### src/rtl/llsc_resv_pkg.sv
package llsc_resv_pkg;
  typedef enum logic [0:0] {
    SEQ_IDLE = 1'b0,
    SEQ_WAIT = 1'b1
  } seq_state_e;
endpackage

### src/rtl/llsc_rst_sync.sv
module llsc_rst_sync (
  input  logic clk,
  input  logic rst_ni,
  output logic rst_no
);
  logic [1:0] sync_q;

  always_ff @(posedge clk or negedge rst_ni) begin
    if (!rst_ni) sync_q <= 2'b00;
    else         sync_q <= {sync_q[0], 1'b1};
  end

  assign rst_no = sync_q[1];
endmodule

### src/rtl/llsc_line_cmp.sv
module llsc_line_cmp #(
  parameter int TAG_W = 27
) (
  input  logic [TAG_W-1:0] tag_a,
  input  logic [TAG_W-1:0] tag_b,
  output logic             same
);
  assign same = (tag_a == tag_b);
endmodule

### src/rtl/llsc_link_reg.sv
module llsc_link_reg #(
  parameter int TAG_W = 27
) (
  input  logic             clk,
  input  logic             rst_n,
  input  logic             ll_valid,
  input  logic [TAG_W-1:0] ll_tag,
  input  logic             exc_pulse,
  input  logic             snoop_valid,
  input  logic [TAG_W-1:0] snoop_tag,
  input  logic             sc_fin,
  output logic             link_o,
  output logic [TAG_W-1:0] tag_o,
  output logic             clr_now_o
);
  logic             link_q, link_d;
  logic [TAG_W-1:0] tag_q;
  logic [TAG_W-1:0] watch_tag;
  logic             snoop_same;
  logic             snoop_hit;
  logic             clr_all;

  // A load-linked in this cycle redirects the watch to the new line.
  assign watch_tag = ll_valid ? ll_tag : tag_q;

  llsc_line_cmp #(.TAG_W(TAG_W)) u_snoop_cmp (
    .tag_a (snoop_tag),
    .tag_b (watch_tag),
    .same  (snoop_same)
  );

  assign snoop_hit = snoop_valid & snoop_same;
  assign clr_now_o = exc_pulse | snoop_hit;
  assign clr_all   = clr_now_o | sc_fin;

  always_comb begin
    link_d = link_q;
    if (clr_all)       link_d = 1'b0;
    else if (ll_valid) link_d = 1'b1;
  end

  always_ff @(posedge clk or negedge rst_n) begin
    if (!rst_n) link_q <= 1'b0;
    else        link_q <= link_d;
  end

  always_ff @(posedge clk or negedge rst_n) begin
    if (!rst_n)        tag_q <= '0;
    else if (ll_valid) tag_q <= ll_tag;
  end

  assign link_o = link_q;
  assign tag_o  = tag_q;

  assert_exc_clears_R2: assert property (@(posedge clk) disable iff (!rst_n)
    exc_pulse |=> !link_q);

  assert_fin_clears_R8: assert property (@(posedge clk) disable iff (!rst_n)
    sc_fin |=> !link_q);

  assert_ll_arms_R1: assert property (@(posedge clk) disable iff (!rst_n)
    (ll_valid && !exc_pulse && !snoop_valid && !sc_fin) |=> link_q);

  assert_snoop_clears_R4: assert property (@(posedge clk) disable iff (!rst_n)
    (snoop_valid && !ll_valid && snoop_tag == tag_q) |=> !link_q);

  assert_ll_records_R11: assert property (@(posedge clk) disable iff (!rst_n)
    ll_valid |=> tag_q == $past(ll_tag));
endmodule

### src/rtl/llsc_sc_seq.sv
module llsc_sc_seq
  import llsc_resv_pkg::*;
#(
  parameter int TAG_W = 27
) (
  input  logic             clk,
  input  logic             rst_n,
  input  logic             sc_valid,
  input  logic [TAG_W-1:0] sc_tag,
  input  logic             link_i,
  input  logic [TAG_W-1:0] tag_i,
  input  logic             clr_now_i,
  input  logic             upg_gnt,
  output logic             upg_req,
  output logic             sc_fin,
  output logic             sc_done,
  output logic             sc_pass,
  output logic             commit_stb
);
  seq_state_e state_q, state_d;
  logic       done_q, done_d;
  logic       pass_q, pass_d;
  logic       commit_q, commit_d;
  logic       line_same;
  logic       resv_ok;
  logic       res_ok;

  llsc_line_cmp #(.TAG_W(TAG_W)) u_sc_cmp (
    .tag_a (sc_tag),
    .tag_b (tag_i),
    .same  (line_same)
  );

  assign resv_ok = link_i & line_same & ~clr_now_i;

  always_comb begin
    state_d = state_q;
    sc_fin  = 1'b0;
    res_ok  = 1'b0;
    unique case (state_q)
      SEQ_IDLE: begin
        if (sc_valid) begin
          if (resv_ok) begin
            state_d = SEQ_WAIT;
          end else begin
            sc_fin = 1'b1;
          end
        end
      end
      SEQ_WAIT: begin
        if (upg_gnt) begin
          sc_fin  = 1'b1;
          res_ok  = link_i & ~clr_now_i;
          state_d = SEQ_IDLE;
        end
      end
      default: state_d = SEQ_IDLE;
    endcase
    done_d   = sc_fin;
    pass_d   = sc_fin & res_ok;
    commit_d = sc_fin & res_ok;
  end

  always_ff @(posedge clk or negedge rst_n) begin
    if (!rst_n) begin
      state_q  <= SEQ_IDLE;
      done_q   <= 1'b0;
      pass_q   <= 1'b0;
      commit_q <= 1'b0;
    end else begin
      state_q  <= state_d;
      done_q   <= done_d;
      pass_q   <= pass_d;
      commit_q <= commit_d;
    end
  end

  assign upg_req    = (state_q == SEQ_WAIT);
  assign sc_done    = done_q;
  assign sc_pass    = pass_q;
  assign commit_stb = commit_q;

  assert_req_holds_R6: assert property (@(posedge clk) disable iff (!rst_n)
    (upg_req && !upg_gnt) |=> upg_req);

  assert_gnt_ends_R6: assert property (@(posedge clk) disable iff (!rst_n)
    (upg_req && upg_gnt) |=> (sc_done && !upg_req));

  assert_commit_after_gnt_R7: assert property (@(posedge clk) disable iff (!rst_n)
    commit_stb |-> $past(upg_req && upg_gnt && link_i));

  assert_unlinked_fails_R3: assert property (@(posedge clk) disable iff (!rst_n)
    (sc_valid && !upg_req && !link_i) |=> (sc_done && !sc_pass && !upg_req));

  assert_pending_clear_R9: assert property (@(posedge clk) disable iff (!rst_n)
    (upg_req && upg_gnt && clr_now_i) |=> !commit_stb);
endmodule

### src/rtl/llsc_resv_monitor.sv
module llsc_resv_monitor #(
  parameter int ADDR_W     = 32,
  parameter int LINE_BYTES = 32
) (
  input  logic              clk,
  input  logic              rst_n,
  input  logic              ll_valid,
  input  logic [ADDR_W-1:0] ll_addr,
  input  logic              sc_valid,
  input  logic [ADDR_W-1:0] sc_addr,
  input  logic              exc_pulse,
  input  logic              snoop_valid,
  input  logic [ADDR_W-1:0] snoop_addr,
  input  logic              upg_gnt,
  output logic              upg_req,
  output logic              sc_done,
  output logic              sc_pass,
  output logic              commit_stb
);
  localparam int OFF_W = $clog2(LINE_BYTES);
  localparam int TAG_W = ADDR_W - OFF_W;

  logic             rst_s_n;
  logic             link;
  logic [TAG_W-1:0] rec_tag;
  logic             clr_now;
  logic             sc_fin;
  logic             unused_offsets;

  assign unused_offsets = ^{ll_addr[OFF_W-1:0], sc_addr[OFF_W-1:0], snoop_addr[OFF_W-1:0]};

  llsc_rst_sync u_rst (
    .clk    (clk),
    .rst_ni (rst_n),
    .rst_no (rst_s_n)
  );

  llsc_link_reg #(.TAG_W(TAG_W)) u_link (
    .clk         (clk),
    .rst_n       (rst_s_n),
    .ll_valid    (ll_valid),
    .ll_tag      (ll_addr[ADDR_W-1:OFF_W]),
    .exc_pulse   (exc_pulse),
    .snoop_valid (snoop_valid),
    .snoop_tag   (snoop_addr[ADDR_W-1:OFF_W]),
    .sc_fin      (sc_fin),
    .link_o      (link),
    .tag_o       (rec_tag),
    .clr_now_o   (clr_now)
  );

  llsc_sc_seq #(.TAG_W(TAG_W)) u_seq (
    .clk        (clk),
    .rst_n      (rst_s_n),
    .sc_valid   (sc_valid),
    .sc_tag     (sc_addr[ADDR_W-1:OFF_W]),
    .link_i     (link),
    .tag_i      (rec_tag),
    .clr_now_i  (clr_now),
    .upg_gnt    (upg_gnt),
    .upg_req    (upg_req),
    .sc_fin     (sc_fin),
    .sc_done    (sc_done),
    .sc_pass    (sc_pass),
    .commit_stb (commit_stb)
  );

  assert_done_pulse_R7: assert property (@(posedge clk) disable iff (!rst_s_n)
    (sc_done && !sc_valid && !upg_req) |=> !sc_done);
endmodule

### config.mk
export PLATFORM = sky130hd
export DESIGN_NAME = llsc_resv_monitor
export DESIGN_NICKNAME = d
export VERILOG_FILES = /design/src/rtl/llsc_resv_pkg.sv /design/src/rtl/llsc_rst_sync.sv /design/src/rtl/llsc_line_cmp.sv /design/src/rtl/llsc_link_reg.sv /design/src/rtl/llsc_sc_seq.sv /design/src/rtl/llsc_resv_monitor.sv
export SDC_FILE = /design/constraint.sdc
export NUM_CORES = 1
export LEC_CHECK = 0
export CAP_MARGIN = 20
export CORE_MARGIN = 2
export CORE_UTILIZATION = 35
export CTS_CLUSTER_SIZE = 10
export DETAILED_ROUTE_END_ITERATION = 10
export DONT_BUFFER_PORTS = 1
export SLEW_MARGIN = 15
export SYNTH_ARGS = -nofsm -noshare
export SYNTH_HDL_FRONTEND = slang
export SYNTH_SLANG_ARGS = --single-unit
### constraint.sdc
create_clock -name clk -period 1.25 [get_ports clk]
set_input_delay 0.1875 -clock clk [delete_from_list [all_inputs] [get_ports clk]]
set_output_delay 0.1875 -clock clk [all_outputs]
set_load 0.05 [all_outputs]
Word-level counts from Yosys, hierarchy flattened
Index checks and enable logic that the tools add are counted.
{ "totals": {"ff_bits": 33, "inputBits": 103, "out_inout_bits": 4, "word_cells": 31} }
{ "classes": {"n_eq_ne": 2, "mux": 13, "bitwise": 9, "n_reduce_logical": 1} }
{ "ops": {"columns": ["operator", "n"], "rows": [
  ["27-bit equality test", 2],
  ["27-bit 2-to-1 mux", 1],
  ["1-bit 2-to-1 mux", 10],
  ["1-bit AND", 5],
  ["1-bit case mux with 2 select lines", 2],
  ["1-bit NOT", 2],
  ["1-bit bitwise OR", 2],
  ["2-bit nonzero test", 1]
]} }

Depth between registers and ports, before layout
{ "logic_depth": {"depth_word": 11, "ltp_mapped": 8, "depth_no_buf": 6} }

Cells and area by module
A second synthesis with hierarchy kept.
{ "hier_totals": {"hier_cells": 148, "hier_area_um2": 1924.3} }
{ "by_module_without_submodules": {"columns": ["module", "n_inst", "cells_each", "area_per_inst_um2", "seq_area_each_um2"], "rows": [
  ["llsc_link_reg", 1, 61, 1143.6, 700.7],
  ["llsc_line_cmp", 2, 36, 297.8, 0.0],
  ["llsc_sc_seq", 1, 12, 131.4, 75.1],
  ["llsc_rst_sync", 1, 3, 53.8, 50.0]
]} }

Worst setup path before layout
Ideal clock, no wire load.
{ "synth_timing": {"path_type": "input port to flip-flop", "start": "in ll_valid", "end": "reg u_seq.state_q (netlist: u_seq.upg_req)", "setup_ps": 127, "t_arrival_ps": 1514, "required_time_ps": 1123, "setup_slack_ps": -392, "path_stages": 7, "path_buffers": 2, "cell_sequence": "buf_6 -> clkbuf_8 -> mux2_2 -> xor2_1 -> nor4_1 -> a41o_1 -> o32ai_1"} }
{ "synth_via": {"elab_chain_len": 9} }
{ "synth_rtl": {"columns": ["item", "line", "rtl"], "rows": [
  ["from (decl)", "llsc_resv_monitor.sv:7", "input logic ll_valid,"],
  ["27-bit 2-to-1 mux", null, null],
  ["via u_link.u_snoop_cmp.tag_b[3]", "llsc_line_cmp.sv:5", "input logic [TAG_W-1:0] tag_b,"],
  ["27-bit equality test", "llsc_line_cmp.sv:8", "assign same = (tag_a == tag_b);"],
  ["1-bit AND", "llsc_link_reg.sv:32", "assign snoop_hit = snoop_valid & snoop_same;"],
  ["1-bit bitwise OR", "llsc_link_reg.sv:33", "assign clr_now_o = exc_pulse | snoop_hit;"],
  ["1-bit NOT", "llsc_sc_seq.sv:34", "assign resv_ok = link_i & line_same & ~clr_now_i;"],
  ["1-bit AND", "llsc_sc_seq.sv:34", null],
  ["1-bit 2-to-1 mux", "llsc_sc_seq.sv:43", "if (resv_ok) begin"],
  ["1-bit 2-to-1 mux", "llsc_sc_seq.sv:42", "if (sc_valid) begin"],
  ["1-bit case mux with 2 select lines", "llsc_sc_seq.sv:40", "unique case (state_q)"],
  ["via u_seq.state_d", "llsc_sc_seq.sv:20", "seq_state_e state_q, state_d;"],
  ["to (signal assigned)", "llsc_sc_seq.sv:71", "state_q <= state_d;"],
  ["to (decl)", "llsc_sc_seq.sv:20", null]
]} }
The timed path passes the listed nets, and every way through them passes these cells.
A chain may end at the register's enable or synchronous reset.

Final worst setup path
{ "layout_timing": {"start": "reg u_link.tag_q[2] (netlist: u_link.tag_o[2])", "end": "reg u_seq.state_q (netlist: u_seq.upg_req)"} }
{ "layout_via": {"elab_chain_len": 9} }
{ "layout_rtl": {"columns": ["item", "line", "rtl"], "rows": [
  ["from (decl)", "llsc_link_reg.sv:17", "logic [TAG_W-1:0] tag_q;"],
  ["from (signal assigned)", "llsc_link_reg.sv:49", "else if (ll_valid) tag_q <= ll_tag;"],
  ["27-bit 2-to-1 mux", null, null],
  ["27-bit equality test", "llsc_line_cmp.sv:8", null],
  ["1-bit AND", "llsc_link_reg.sv:32", null],
  ["1-bit bitwise OR", "llsc_link_reg.sv:33", null],
  ["1-bit NOT", "llsc_sc_seq.sv:34", null],
  ["1-bit AND *", "llsc_sc_seq.sv:34", null],
  ["1-bit 2-to-1 mux *", "llsc_sc_seq.sv:43", null],
  ["1-bit 2-to-1 mux *", "llsc_sc_seq.sv:42", null],
  ["1-bit case mux with 2 select lines *", "llsc_sc_seq.sv:40", null],
  ["via u_seq.state_d", "llsc_sc_seq.sv:20", null]
]} }
The timed path passes the listed nets; every way through them passes the cells marked *.

==> results_dict.tcl <==
set metrics [dict create \
    fin_util_pct 44.3 \
    die_w_um 76.8 \
    netSwitchingFraction_pct 25.7 \
    cp-end-kind "flip-flop" \
    cellPowerDensity_nw_per_um2 1190 \
    crit_type "reg2reg" \
    vias_per_cell 4.94 \
    fin_skew_ns 0.00979 \
    ys_types 24 \
    worstSkewPairLatency_ns 0.28 \
    status "complete, but fails checks" \
    rsz0062_at_grt "yes" \
    place_inst 235 \
    maxSlewViolCount 0 \
    antenna_found_initial 0 \
    postRouteAntennaNets 0 \
    die_h_um 76.8 \
    period_needed_ns 1.83 \
    num_vias 1211 \
    final-seq-area_um2 826 \
    worstPathCellList "xor2_1 > nor4_2 > nand4_1 > nor3_1 > nand4_1 > o32ai_2" \
    cp.buffers_inverters 0 \
    multi_input_area_um2 1060 \
    critical_path_required_ns 1.44 \
    grt_max_degree 32 \
    setup_tns_ns -2.19 \
    crit_top_cell "nand4_1" \
    synth_top_area_share_pct 44.5 \
    coreArea_um2 5110 \
    yosysSeqAreaShare_pct 44.5 \
    p_total_uw 2690 \
    mostFrequentLayoutCells "dfrtp_1 (33), xor2_1 (28), mux2_2 (21), buf_4 (21), xnor2_1 (17)" \
    p_seq_share_pct 45.5 \
    syn_inst 148 \
    cts_made_buffers 5 \
    syn-num-nets 251 \
    start_kind "flip-flop" \
    p_clk_share_pct 33.2 \
    pwr-share-comb_pct 21.4 \
    drive_gt1_share_pct 39.4 \
    drt_iter0_markers 15 \
    grtUsageTotal_pct 16.3 \
    cp.arrival_ns 2.02 \
    place_hpwl_um 3570 \
    crit_family "simple AND/OR/NAND/NOR gates" \
    cts_tree "done" \
    grt_pass1_vias 1441 \
    place.gp.congestion 0.933 \
    nets 277 \
    synth_area_um2 1860 \
    initial_utilization_pct 36.3 \
    fmax_ghz 0.546 \
    critPathSlowestCell "dfrtp_1" \
    boundaryPins 107 \
    grt_first_pass_wirelength_um 7250 \
    intPower_uw 2000 \
    rr_worst_depth 6 \
    synth_top_cell_by_area "dfrtp_1" \
    drt-pass1-iter-count 4 \
    fillCellCount 510 \
    ys_warn_count 0 \
    hold-worst-slack_ns 0.0384 \
    wl_um 4600 \
    ys_ff_latch 33 \
    hold_violations 0 \
    synth.area.top_cells "dfrtp_1 (45%), mux2_2 (14%), xor2_1 (13%)" \
    die-area_um2 5900 \
    violations "setup timing" \
    portBuffers 0 \
    clock-sinks 33 \
    slowest_delay_ns 0.40 \
    r2r_slack_ns -0.58 \
    cts_buffer_depth 2 \
    wl_per_cell_um 18.8 \
    switchingPower_uw 692 \
    endpoint "u_seq.upg_req" \
    diodes 0 \
    rr_startpoint "u_link.tag_o[2]" \
    ir_drop_mv 0.472 \
    stdcell_count 245 \
    cts-root-buf "clkbuf_8" \
    path_clk_slew_ns 0.07 \
    syn_to_final_growth_pct 21.9 \
    layout_commonest_cell "dfrtp_1" \
    drc 0 \
    worstSetupStartpoint "u_link.tag_o[2]" \
    cp.depth 6 \
    reg2reg_to "u_seq.upg_req" \
    setup_viol 4 \
    h-tree-depth 2 \
    worstHoldPathType "in2reg" \
    syn_avg_cell_area_um2 12.5 \
    max_cap_viol_count 0 \
    grt-ovfl-total 0 \
    timing.final.ws_setup_ns -0.580 \
    power.static_leakage_uw 0.000956 \
    num_rows 26 \
    cp_max_fo 3 \
    finalCritPeriodShare_pct 146 \
]
[state kept, by name, summed over array words and instances (netlist names)]
signal,count
u_seq.sc_done,1
u_rst.sync_q,2
u_link.link_o,1
u_seq.sc_pass,1
u_seq.upg_req,1
u_link.tag_o,27
[kinds of logic after synthesis]
logic type,after synthesis,synth area share [%]
compound gates,5,2.09
xor+xnor,54,25.9
buf+inv,6,3.24
flops,33,44.5
mux,27,17.2
other cells,1,0.202
simple gates,22,6.88
[cells in the mapped netlist, drive strengths merged]
cell type	instances
inv	2
nand2	1
nand4	8
mux2	27
o32ai	1
and3	1
dfrtp	33
xor2	28
conb	1
nor4	8
nor2	2
xnor2	26
clkbuf	1
a211oi	1
o21ai	1
nand3	1
nor3	1
o21a	1
buf	3
a41o	1
[cell type report]
class | instances | area share (%)
inverters | 2 | 0.332
multi-input cells | 109 | 47.0
well taps | 70 | 3.87
flip-flops and latches | 33 | 36.5
clock inverters | 1 | 0.221
clock buffers | 7 | 4.26
repair buffers | 23 | 7.85
[power groups by stage]
stage	sequential, µW	clock, µW	combinational [µW]
after floorplan	1250	0	387
after global placement	1240	0	520
after detailed placement	1250	0	525
after CTS	1230	912	551
after global routing	1240	971	631
final	1220	893	575
[metrics by stage]
stage | setup slack [ns] | area (µm²)
floorplan | -0.380 | 1880
global placement | -0.815 | 2050
detailed placement | -0.799 | 2050
CTS | -0.637 | 2200
global route | -0.715 | 2260
finish | -0.580 | 2260
[repair_timing]
item,4_1_cts,5_1_grt
gates resized for setup,6,7
buffers inserted,0,1
endpoints found under the setup margin,4,4
hold buffers,2,0
hold endpoints to repair,3,0
pin swaps,11,6
gates cloned,0,0
[routing by layer]
layer	routed length [µm]	global-route usage, %
met5	0	0
met4	130	8.18
met3	291	4.94
met2	2410	28.2
met1	1770	17.9
[worst min path at each step]
stage | from | end | slack, ns | cells past startpoint
after floorplan | rst_n | u_rst.sync_q[0] | -0.11 | 0
after global placement | rst_n | u_rst.sync_q[1] | -0.11 | 0
after detailed placement | rst_n | u_rst.sync_q[1] | -0.11 | 0
after CTS | upg_gnt | u_seq.sc_pass | 0.03 | 2
after global routing | upg_gnt | u_seq.sc_pass | 0.02 | 2
final | upg_gnt | u_seq.sc_pass | 0.04 | 2
(Power assumes the default switching activity.)
